### config.mk
export PLATFORM = sky130hd
export DESIGN_NAME = twowire_clkctl_slave
export DESIGN_NICKNAME = d
export VERILOG_FILES = /design/src/rtl/twc_pkg.sv /design/src/rtl/twc_line_sync.sv /design/src/rtl/twc_bus_events.sv /design/src/rtl/twc_regfile.sv /design/src/rtl/twowire_clkctl_slave.sv
export SDC_FILE = /design/constraint.sdc
export NUM_CORES = 1
export LEC_CHECK = 0
export BUFFER_PORTS_ARGS = -buffer_cell sky130_fd_sc_hd__buf_2
export CORE_ASPECT_RATIO = 0.8
export CORE_MARGIN = 5
export CORE_UTILIZATION = 65
export DETAILED_ROUTE_END_ITERATION = 8
export HOLD_SLACK_MARGIN = 0.08
export PLACE_DENSITY_LB_ADDON = 0.25
export SLEW_MARGIN = 10
export SYNTH_ARGS = -nofsm -noshare
export SYNTH_HDL_FRONTEND = slang
export SYNTH_SLANG_ARGS = --single-unit
### constraint.sdc
create_clock -name clk -period 3.9 [get_ports clk]
set_input_delay 0.39 -clock clk [delete_from_list [all_inputs] [get_ports clk]]
set_output_delay 0.39 -clock clk [all_outputs]
set_load 0.05 [all_outputs]
### src/rtl/twc_pkg.sv
package twc_pkg;
  typedef enum logic [2:0] {
    ST_IDLE, ST_DEVADR, ST_REGADR, ST_BCNT, ST_WDATA, ST_RDATA, ST_RACK
  } bus_st_e;

  localparam logic [6:0] REG_ADDR_BASE = 7'b1011000;
  localparam logic [6:0] REG_ADDR_MASK = 7'b1111011;
  localparam logic [6:0] BLK_ADDR      = 7'b1101001;
endpackage

### src/rtl/twc_line_sync.sv
module twc_line_sync #(
  parameter int WIDTH  = 2,
  parameter int STAGES = 2
) (
  input  logic             clk,
  input  logic             rst_n,
  input  logic [WIDTH-1:0] d,
  output logic [WIDTH-1:0] q
);
  logic [WIDTH-1:0] stg [STAGES];

  always_ff @(posedge clk or negedge rst_n) begin
    if (!rst_n) begin
      for (int i = 0; i < STAGES; i++) stg[i] <= '1;
    end else begin
      stg[0] <= d;
      for (int i = 1; i < STAGES; i++) stg[i] <= stg[i-1];
    end
  end

  assign q = stg[STAGES-1];
endmodule

### src/rtl/twc_bus_events.sv
module twc_bus_events (
  input  logic clk,
  input  logic rst_n,
  input  logic scl,
  input  logic sda,
  output logic scl_rise,
  output logic scl_fall,
  output logic start_c,
  output logic stop_c
);
  logic scl_q, sda_q;

  always_ff @(posedge clk or negedge rst_n) begin
    if (!rst_n) begin
      scl_q <= 1'b1;
      sda_q <= 1'b1;
    end else begin
      scl_q <= scl;
      sda_q <= sda;
    end
  end

  assign scl_rise = scl & ~scl_q;
  assign scl_fall = ~scl & scl_q;
  assign start_c  = scl & scl_q & sda_q & ~sda;
  assign stop_c   = scl & scl_q & ~sda_q & sda;
endmodule

### src/rtl/twc_regfile.sv
module twc_regfile #(
  parameter int NUM_OUT = 18,
  localparam int NREG   = (NUM_OUT + 7) / 8,
  localparam int IW     = (NREG > 1) ? $clog2(NREG) : 1
) (
  input  logic               clk,
  input  logic               rst_n,
  input  logic               wr_en,
  input  logic [IW-1:0]      wr_idx,
  input  logic [7:0]         wr_data,
  input  logic [IW-1:0]      rd_idx,
  output logic [7:0]         rd_data,
  output logic [NUM_OUT-1:0] outs
);
  function automatic logic [7:0] live_mask(input int i);
    int v;
    v = NUM_OUT - 8 * i;
    if (v > 8) v = 8;
    return ~(8'hFF >> v);
  endfunction

  localparam logic [7:0] LAST_MSK = live_mask(NREG - 1);

  logic [7:0] rg [NREG];

  always_ff @(posedge clk or negedge rst_n) begin
    if (!rst_n) begin
      for (int i = 0; i < NREG; i++) rg[i] <= live_mask(i);
    end else if (wr_en) begin
      for (int i = 0; i < NREG; i++)
        if (wr_idx == IW'(i)) rg[i] <= wr_data & live_mask(i);
    end
  end

  assign rd_data = ({1'b0, rd_idx} < (IW+1)'(NREG)) ? rg[rd_idx] : 8'h00;

  for (genvar g = 0; g < NREG; g++) begin : g_reg
    localparam int V = (NUM_OUT - 8 * g > 8) ? 8 : NUM_OUT - 8 * g;
    for (genvar k = 0; k < 8; k++) begin : g_bit
      if (k < V) begin : g_map
        assign outs[8*g+k] = rg[g][8-V+k];
      end
    end
  end

  AST_RSVD_CLEAR: assert property (@(posedge clk) disable iff (!rst_n)
    (wr_en && wr_idx == IW'(NREG-1)) |=> ((rg[NREG-1] & ~LAST_MSK) == 8'h00));
endmodule

### src/rtl/twowire_clkctl_slave.sv
module twowire_clkctl_slave
  import twc_pkg::*;
#(
  parameter int NUM_OUT     = 18,
  parameter int SYNC_STAGES = 2
) (
  input  logic               clk,
  input  logic               rst_n,
  input  logic               scl_i,
  input  logic               sda_i,
  output logic               sda_pull_o,
  output logic [NUM_OUT-1:0] clk_en_o
);
  localparam int NREG = (NUM_OUT + 7) / 8;
  localparam int IW   = (NREG > 1) ? $clog2(NREG) : 1;

  logic [1:0] lines_s;
  logic       scl_s, sda_s;
  logic       scl_rise, scl_fall, start_c, stop_c;

  twc_line_sync #(.WIDTH(2), .STAGES(SYNC_STAGES)) u_sync (
    .clk(clk), .rst_n(rst_n), .d({scl_i, sda_i}), .q(lines_s));
  assign scl_s = lines_s[1];
  assign sda_s = lines_s[0];

  twc_bus_events u_evt (
    .clk(clk), .rst_n(rst_n), .scl(scl_s), .sda(sda_s),
    .scl_rise(scl_rise), .scl_fall(scl_fall), .start_c(start_c), .stop_c(stop_c));

  bus_st_e     st, st_nxt;
  logic        ack_slot, ack_drv, smb_mode, rd_nack, cnt_pend;
  logic [3:0]  nbits;
  logic [7:0]  rx_sr, tx_sr;
  logic [IW-1:0] ptr, wr_idx;
  logic        wr_en;
  logic [7:0]  wr_data, rd_data;
  logic        is_reg, is_blk;

  function automatic logic [IW-1:0] ptr_inc(input logic [IW-1:0] p);
    return (p == IW'(NREG-1)) ? '0 : p + IW'(1);
  endfunction

  twc_regfile #(.NUM_OUT(NUM_OUT)) u_regs (
    .clk(clk), .rst_n(rst_n), .wr_en(wr_en), .wr_idx(wr_idx), .wr_data(wr_data),
    .rd_idx(ptr), .rd_data(rd_data), .outs(clk_en_o));

  assign is_reg = (rx_sr[7:1] & REG_ADDR_MASK) == REG_ADDR_BASE;
  assign is_blk = rx_sr[7:1] == BLK_ADDR;

  always_ff @(posedge clk or negedge rst_n) begin
    if (!rst_n) begin
      st <= ST_IDLE;  st_nxt <= ST_IDLE;
      ack_slot <= 1'b0; ack_drv <= 1'b0; smb_mode <= 1'b0;
      rd_nack <= 1'b0; cnt_pend <= 1'b0; nbits <= '0;
      rx_sr <= '0; tx_sr <= 8'hFF; ptr <= '0;
      wr_en <= 1'b0; wr_idx <= '0; wr_data <= '0;
    end else begin
      wr_en <= 1'b0;
      if (stop_c) begin
        st <= ST_IDLE; ack_slot <= 1'b0; ack_drv <= 1'b0;
      end else if (start_c) begin
        st <= ST_DEVADR; ack_slot <= 1'b0; ack_drv <= 1'b0; nbits <= '0;
      end else begin
        case (st)
          ST_IDLE: ;
          ST_RDATA: begin
            if (scl_rise) nbits <= nbits + 4'd1;
            else if (scl_fall) begin
              if (nbits == 4'd8) st <= ST_RACK;
              else tx_sr <= {tx_sr[6:0], 1'b0};
            end
          end
          ST_RACK: begin
            if (scl_rise) rd_nack <= sda_s;
            else if (scl_fall) begin
              if (rd_nack) st <= ST_IDLE;
              else begin
                st <= ST_RDATA; nbits <= '0;
                if (cnt_pend) begin tx_sr <= 8'(NREG); cnt_pend <= 1'b0; end
                else begin tx_sr <= rd_data; ptr <= ptr_inc(ptr); end
              end
            end
          end
          default: begin
            if (!ack_slot) begin
              if (scl_rise) begin
                rx_sr <= {rx_sr[6:0], sda_s};
                nbits <= nbits + 4'd1;
              end else if (scl_fall && nbits == 4'd8) begin
                nbits <= '0;
                ack_slot <= 1'b1;
                case (st)
                  ST_DEVADR: begin
                    ack_drv <= is_reg | is_blk;
                    smb_mode <= is_blk;
                    if (is_blk) ptr <= '0;
                    cnt_pend <= is_blk & rx_sr[0];
                    if (!(is_reg | is_blk)) st_nxt <= ST_IDLE;
                    else st_nxt <= rx_sr[0] ? ST_RDATA : ST_REGADR;
                  end
                  ST_REGADR: begin
                    if (smb_mode) begin
                      ack_drv <= (rx_sr == 8'h00);
                      st_nxt <= (rx_sr == 8'h00) ? ST_BCNT : ST_IDLE;
                    end else begin
                      ack_drv <= (rx_sr < 8'(NREG));
                      st_nxt <= (rx_sr < 8'(NREG)) ? ST_WDATA : ST_IDLE;
                      if (rx_sr < 8'(NREG)) ptr <= rx_sr[IW-1:0];
                    end
                  end
                  ST_BCNT: begin
                    ack_drv <= 1'b1;
                    st_nxt <= ST_WDATA;
                  end
                  default: begin
                    ack_drv <= 1'b1;
                    wr_en <= 1'b1; wr_idx <= ptr; wr_data <= rx_sr;
                    ptr <= ptr_inc(ptr);
                    st_nxt <= ST_WDATA;
                  end
                endcase
              end
            end else if (scl_fall) begin
              ack_slot <= 1'b0;
              ack_drv <= 1'b0;
              st <= st_nxt;
              if (st_nxt == ST_RDATA) begin
                if (cnt_pend) begin tx_sr <= 8'(NREG); cnt_pend <= 1'b0; end
                else begin tx_sr <= rd_data; ptr <= ptr_inc(ptr); end
              end
            end
          end
        endcase
      end
    end
  end

  assign sda_pull_o = ack_drv | ((st == ST_RDATA) & ~tx_sr[7]);

  AST_PULL_SCL_LOW: assert property (@(posedge clk) disable iff (!rst_n)
    (!$stable(sda_pull_o) && !$past(start_c || stop_c)) |-> !scl_s);
  AST_COMMIT_AT_ACK: assert property (@(posedge clk) disable iff (!rst_n)
    wr_en |-> ack_drv);
  AST_IDLE_QUIET: assert property (@(posedge clk) disable iff (!rst_n)
    (st == ST_IDLE) |-> !sda_pull_o);
  AST_PTR_WRAP: assert property (@(posedge clk) disable iff (!rst_n)
    (wr_en && wr_idx == IW'(NREG-1)) |-> (ptr == '0));
  AST_NACK_FREE: assert property (@(posedge clk) disable iff (!rst_n)
    (st == ST_RACK && scl_fall && rd_nack && !start_c && !stop_c) |=> !sda_pull_o);
  AST_BLK_CMD_ZERO: assert property (@(posedge clk) disable iff (!rst_n)
    (smb_mode && st == ST_REGADR && ack_slot && ack_drv) |-> (rx_sr == 8'h00));
endmodule

**Word level (Yosys, flattened, before mapping)**

Cells that the tools add are included.

- Register bits after elaboration: 68
- Input bits: 4
- Output and inout bits: 19
- Word-level logic and storage cells: 216

- Add/sub/neg operators: 2
- Order comparisons: 3
- Eq/ne operators: 37
- Shift-type cells: 2
- Muxes and demuxes: 93
- Bitwise gates (word level): 29
- Reductions and logical operators: 29

Operators with widths:

| kind | count |
|---|---|
| 32-bit 2-to-1 mux | 4 |
| 8-bit 2-to-1 mux | 13 |
| 8-bit by 32-bit >> shifter with 8-bit output, first input constant | 2 |
| 3-bit 2-to-1 mux | 14 |
| 4-bit 2-to-1 mux | 8 |
| 1-bit 2-to-1 mux | 31 |
| 2-bit 2-to-1 mux | 14 |
| 4-bit inequality test, second input constant | 7 |
| 8-bit case mux with 3 select lines | 1 |
| 3-bit inequality test, second input constant | 6 |
| 8-bit bitwise AND | 2 |
| 8-bit binary-select mux with 2-bit select | 1 |
| 8-bit NOT | 2 |
| 3-bit nonzero test | 5 |
| 2-bit inequality test, second input constant | 7 |
| 14-bit AND reduction | 1 |
| 7-bit AND reduction | 2 |
| 1-bit NOT | 13 |
| 4-bit case mux with 3 select lines | 1 |
| 6-bit AND reduction | 2 |
| 11-bit AND reduction | 1 |
| 10-bit AND reduction | 1 |
| 5-bit nonzero test | 2 |
| 1-bit bitwise AND | 9 |
| other kinds (35) | 46 |

**Logic depth before layout (Yosys ltp)**

- Depth after elaboration: 10
- Gate-level depth with buffers: 8
- Mapped depth without buffers: 7

**By module**

From an unflattened synthesis, not the netlist that was laid out.

- Cells, all modules: 325
- Area total of the unflattened synthesis: 3627.2 µm²

By module, submodules not included:

| module | times used | cells each | area each (µm²) | sequential area each (µm²) |
|---|---|---|---|---|
| twowire_clkctl_slave | 1 | 255 | 2572.5 | 1111.1 |
| twc_regfile | 1 | 58 | 849.6 | 473.0 |
| twc_line_sync | 1 | 6 | 120.1 | 105.1 |
| twc_bus_events | 1 | 6 | 85.1 | 52.6 |

**Worst setup path before layout**

Ideal clock, no wire load.

- Path type: register to register
- From: reg st[0]
- To: reg wr_data[0]
- Setup time: 0.125 ns
- Arrival time: 2.047 ns
- Data required time: 3.775 ns
- Path slack: 1.728 ns
- Cell stages (with the launch flop): 9
- Path buffers: 3
- Period minus slack after synthesis: 2.172 ns
- Cells stage by stage: dfrtp_1 > and3b_1 > buf_2 > a211o_1 > or3_1 > buf_6 > nor2_4 > buf_8 > mux2_4

- Cells in the longest elaborated chain, start to end: 4
- Elaborated cells between the ends (all ways): 11
- Classes of those cells: eq/ne: 5; bitwise: 2; reduce/logical: 4

RTL lines:

| element | line | text |
|---|---|---|
| from (decl) | twowire_clkctl_slave.sv:30 | `bus_st_e st, st_nxt;` |
| from (signal assigned) | twowire_clkctl_slave.sv:126 | `st <= st_nxt;` |
| 3-bit by 2-bit == test with 1-bit output (tied with other cells) | twowire_clkctl_slave.sv:92 | `case (st)` |
| 3-bit OR reduction (no line) | - |  |
| 1-bit NOT (no line) | - |  |
| 7-bit AND reduction (no line) * | - |  |
| to (signal assigned) | twowire_clkctl_slave.sv:56 | `wr_en <= 1'b0; wr_idx <= '0; wr_data <= '0;` |
| to (signal assigned) | twowire_clkctl_slave.sv:117 | `wr_en <= 1'b1; wr_idx <= ptr; wr_data <= rx_sr;` |
| to (decl) | twowire_clkctl_slave.sv:36 | `logic [7:0] wr_data, rd_data;` |

Every way passes the cells marked *; elsewhere a longest branch is shown, timed or not.
A chain may end at the register's enable or synchronous reset.

**Worst setup path after layout**

- From: reg st[0]
- To: reg wr_data[7]

Same word-level chain as after synthesis.

==> flow_summary_export.csv <==
group,metric,value,unit
routing,wl_per_cell,18.8,microns
sta,drv_slew,0,
routing,drt-initial-drc-count,250,
clock_network,cts_sinks,68,
routing,route.detailed.drc,0,
sta,fin_tns_setup,0,ps
synthesis,synth_top_area_frac,0.265,
run,max_cap_violations,0,
setup_path,cp_max_fo,15,
synthesis,yosysSeqAreaShare,0.513,
global_route,grt_max_degree,53,
global_route,grt_antenna_before_repair,0,
global_route,grt_pass1_vias,2480,
placement,port_buffers,22,
synthesis,synth_edf_count,0,
floorplan,dieArea,0.00678,sq mm
synthesis,syn-cell-area,0.00340,sq mm
global_route,track_usage,0.243,
power,ir_worst_vdd,0.000355,V
layout,nNetsFinal,334,
clock_network,cts_setup_buffers,0,
synthesis,synthTopCellsByArea,"dfrtp_1 27%, dfstp_2 25%, mux2_2 9.3%",
sta,slew_headroom,0.331,
floorplan,die_h,74.7,microns
synthesis,yosysTopAreaCell,"dfrtp_1",
synthesis,avgSynthCellArea,11.1,sq um
layout,drive_gt1_frac,0.342,
global_route,use_met3,0.0629,
routing,first_pass_iters,5,
floorplan,start_util,0.674,
sta,finalHoldViolations,0,
power,power.density,361,mW/mm^2
global_route,grt-ovfl-total,0,
synthesis,synth-main-ff-cell,"dfrtp_1",
setup_path,cp_cell_sequence,"and3b_1 -> a211o_1 -> or3_1 -> nor2_4 -> mux2_1",
worst_hold_path,hp-class,"in2async",
global_route,grtUsageMet1,0.352,
clock_network,cts_hold_buf,0,
setup_path,path_class,"reg2reg",
floorplan,core,0.00504,sq mm
routing,ant_nets,0,
status,status,"finished clean",
clock_network,htree_levels,3,
synthesis,ys_ff_latch,68,
setup_path,critPathCaptureType,"flip-flop",
global_route,grt-busiest-layer,"met2",
setup_path,startpoint_type,"flip-flop",
global_route,use_met2,0.359,
sta,post-route-min-period,2630,ps
floorplan,fp-row-count,23,
clock_network,cts_tree,"built",
setup_path,crit_arrival,2860,ps
placement,post-dp-hpwl,5190,microns
routing,routed_wl,7410,microns
layout,final.fill_count,349,
layout,fin_util,0.737,
sta,setup_violations,0,
global_route,grt_pass1_wl,12700,microns
synthesis,synth_fp_nets,311,
layout,areaGrowthSynthToFinish,9.25,%
sta,max_freq,380,MHz
routing,drt-vias-per-instance,6.30,
clock_network,clock_path_buffers,2,
sta,min_period_over_period,0.675,
sta,rsz0062_at_grt,"false",
sta,tightest_slew,1000,ps
floorplan,ios,23,
setup_path,worst_ep_required_time,4130,ps
layout,diodes,0,
synthesis,synthArstFlopShare,1.00,
setup_path,critPathMaxStageDelay,600,ps
setup_path,slowest_stage,"dfrtp_1",
synthesis,ys_types,54,
clock_network,cts.clk_slew.worst_paths,80,ps
clock_network,clkLatencyLatePin,340,ps
clock_network,cts_made_buffers,9,
power,leakagePower,1.59,nW
clock_network,root_buffer,"clkbuf_8",
clock_network,cts_resized,0,
synthesis,synth_cells,305,
synthesis,ys.warnings.count,0,
sta,fin_skew,7.34,ps
floorplan,die_w,90.8,microns
placement,globalplace.congestion,0.900,
routing,via_count,2487,
## through the flow
step                      cells  cell area, sq um  power, W  hold slack (ps)  setup WS [ps]
after global routing        395              3710   0.00140              111           1110
final                       395              3710   0.00134             59.8           1270
after CTS                   395              3710   0.00135              131           1290
after floorplan             305              3400  0.000794             94.4           1730
after global placement      379              3530  0.000822              345           1360
after detailed placement    379              3530  0.000825              347           1300
## cells in the final DEF (no fill, tap or decap), types with 2 or more instances in the layout
| cell type | n |
|---|---|
| nor3_1 | 4 |
| mux2_4 | 9 |
| dfrtp_1 | 36 |
| clkbuf_8 | 10 |
| o211ai_1 | 7 |
| mux2i_1 | 11 |
| buf_4 | 3 |
| inv_1 | 7 |
| ha_1 | 2 |
| nand3b_1 | 8 |
| or3b_2 | 2 |
| and3b_1 | 3 |
| nand2_1 | 29 |
| nand3_1 | 3 |
| clkinvlp_4 | 3 |
| mux2_2 | 28 |
| dfstp_2 | 32 |
| nor2b_1 | 3 |
| nor3b_1 | 3 |
| o32ai_1 | 2 |
| or3_1 | 2 |
| nand4_1 | 2 |
| o41ai_1 | 2 |
| buf_2 | 21 |
| a31oi_1 | 4 |
| or4_1 | 4 |
| a21oi_1 | 19 |
| o31ai_1 | 2 |
| nor2_1 | 22 |
| a21o_1 | 3 |
| a22oi_1 | 2 |
| o21ai_0 | 21 |
## sequential cells by signal, summed over array words and instances (netlist names), 2 cells and up
name,count
st_nxt,3
u_sync.stg,2
tx_sr,8
u_regs.outs,18
wr_idx,2
u_sync.q,2
nbits,4
wr_data,8
st,3
rx_sr,8
ptr,2
## power breakdown
group,internal (W),total [W],switching (W)
clock network,0.000249,0.000527,0.000278
logic,0.0000256,0.0000652,0.0000396
registers,0.000724,0.000748,0.0000237
## Yosys cell counts, types with 5 or more instances
cell type / n
dfrtp_1: 36
dfstp_2: 32
nand2_1: 29
mux2_2: 28
nor2_1: 22
o21ai_0: 21
a21oi_1: 19
mux2i_1: 11
mux2_4: 9
nand3b_1: 8
inv_1: 7
o211ai_1: 7
clkbuf_1: 5
## logic make-up (layout without fill, tap and decap cells)
family                     Yosys count  after routing  share of synthesized area
AOI/OAI and AO/OA                   71             71                      0.131
xor gates and xnor gates             2              2                    0.00516
adders and majority gates            2              2                    0.00737
buffers and inverters               19             47                     0.0280
DFF                                 68             68                      0.513
muxes                               49             49                      0.168
and+or+nand+nor                     94             94                      0.147
## final timing paths
check	startpoint	to	slack, ps	cells past startpoint
setup / recovery	st[0]	wr_data[7]	1270	5
hold / removal	rst_n	st[0]	60	1
setup reg to reg	st[0]	wr_data[7]	1270	5
hold reg to reg	u_sync.stg[3]	u_sync.q[1]	360	0
max in group asynchronous	rst_n	tx_sr[5]	3090	2
min in group clk	sda_i	u_sync.stg[2]	140	1
## critical path, delay by kind of cell (launching register included)
kind            cells  cell delay (ps)
mux                 1              360
flops               1              600
compound gates      1              330
simple gates        3             1230
## cell type report
cell class              instances  area, sq um  area share
clock inverters                 5         36.3     0.00978
repair buffers                 24          128      0.0344
flip-flops and latches         68         1740       0.469
clock buffers                  11          141      0.0381
inverters                       7         26.3     0.00708
multi-input cells             218         1560       0.420
well taps                      62         77.6      0.0209
## routing by layer
| layer | part of all wire | wire length, microns | up-vias |
|---|---|---|---|
| met5 | 0 | 0 | - |
| met4 | 0.016 | 118 | 0 |
| met3 | 0.061 | 450 | 16 |
| met2 | 0.45 | 3320 | 84 |
| met1 | 0.48 | 3520 | 1215 |
| li1 | - | - | 1172 |
Note: power is estimated with default switching activity, not from simulation.
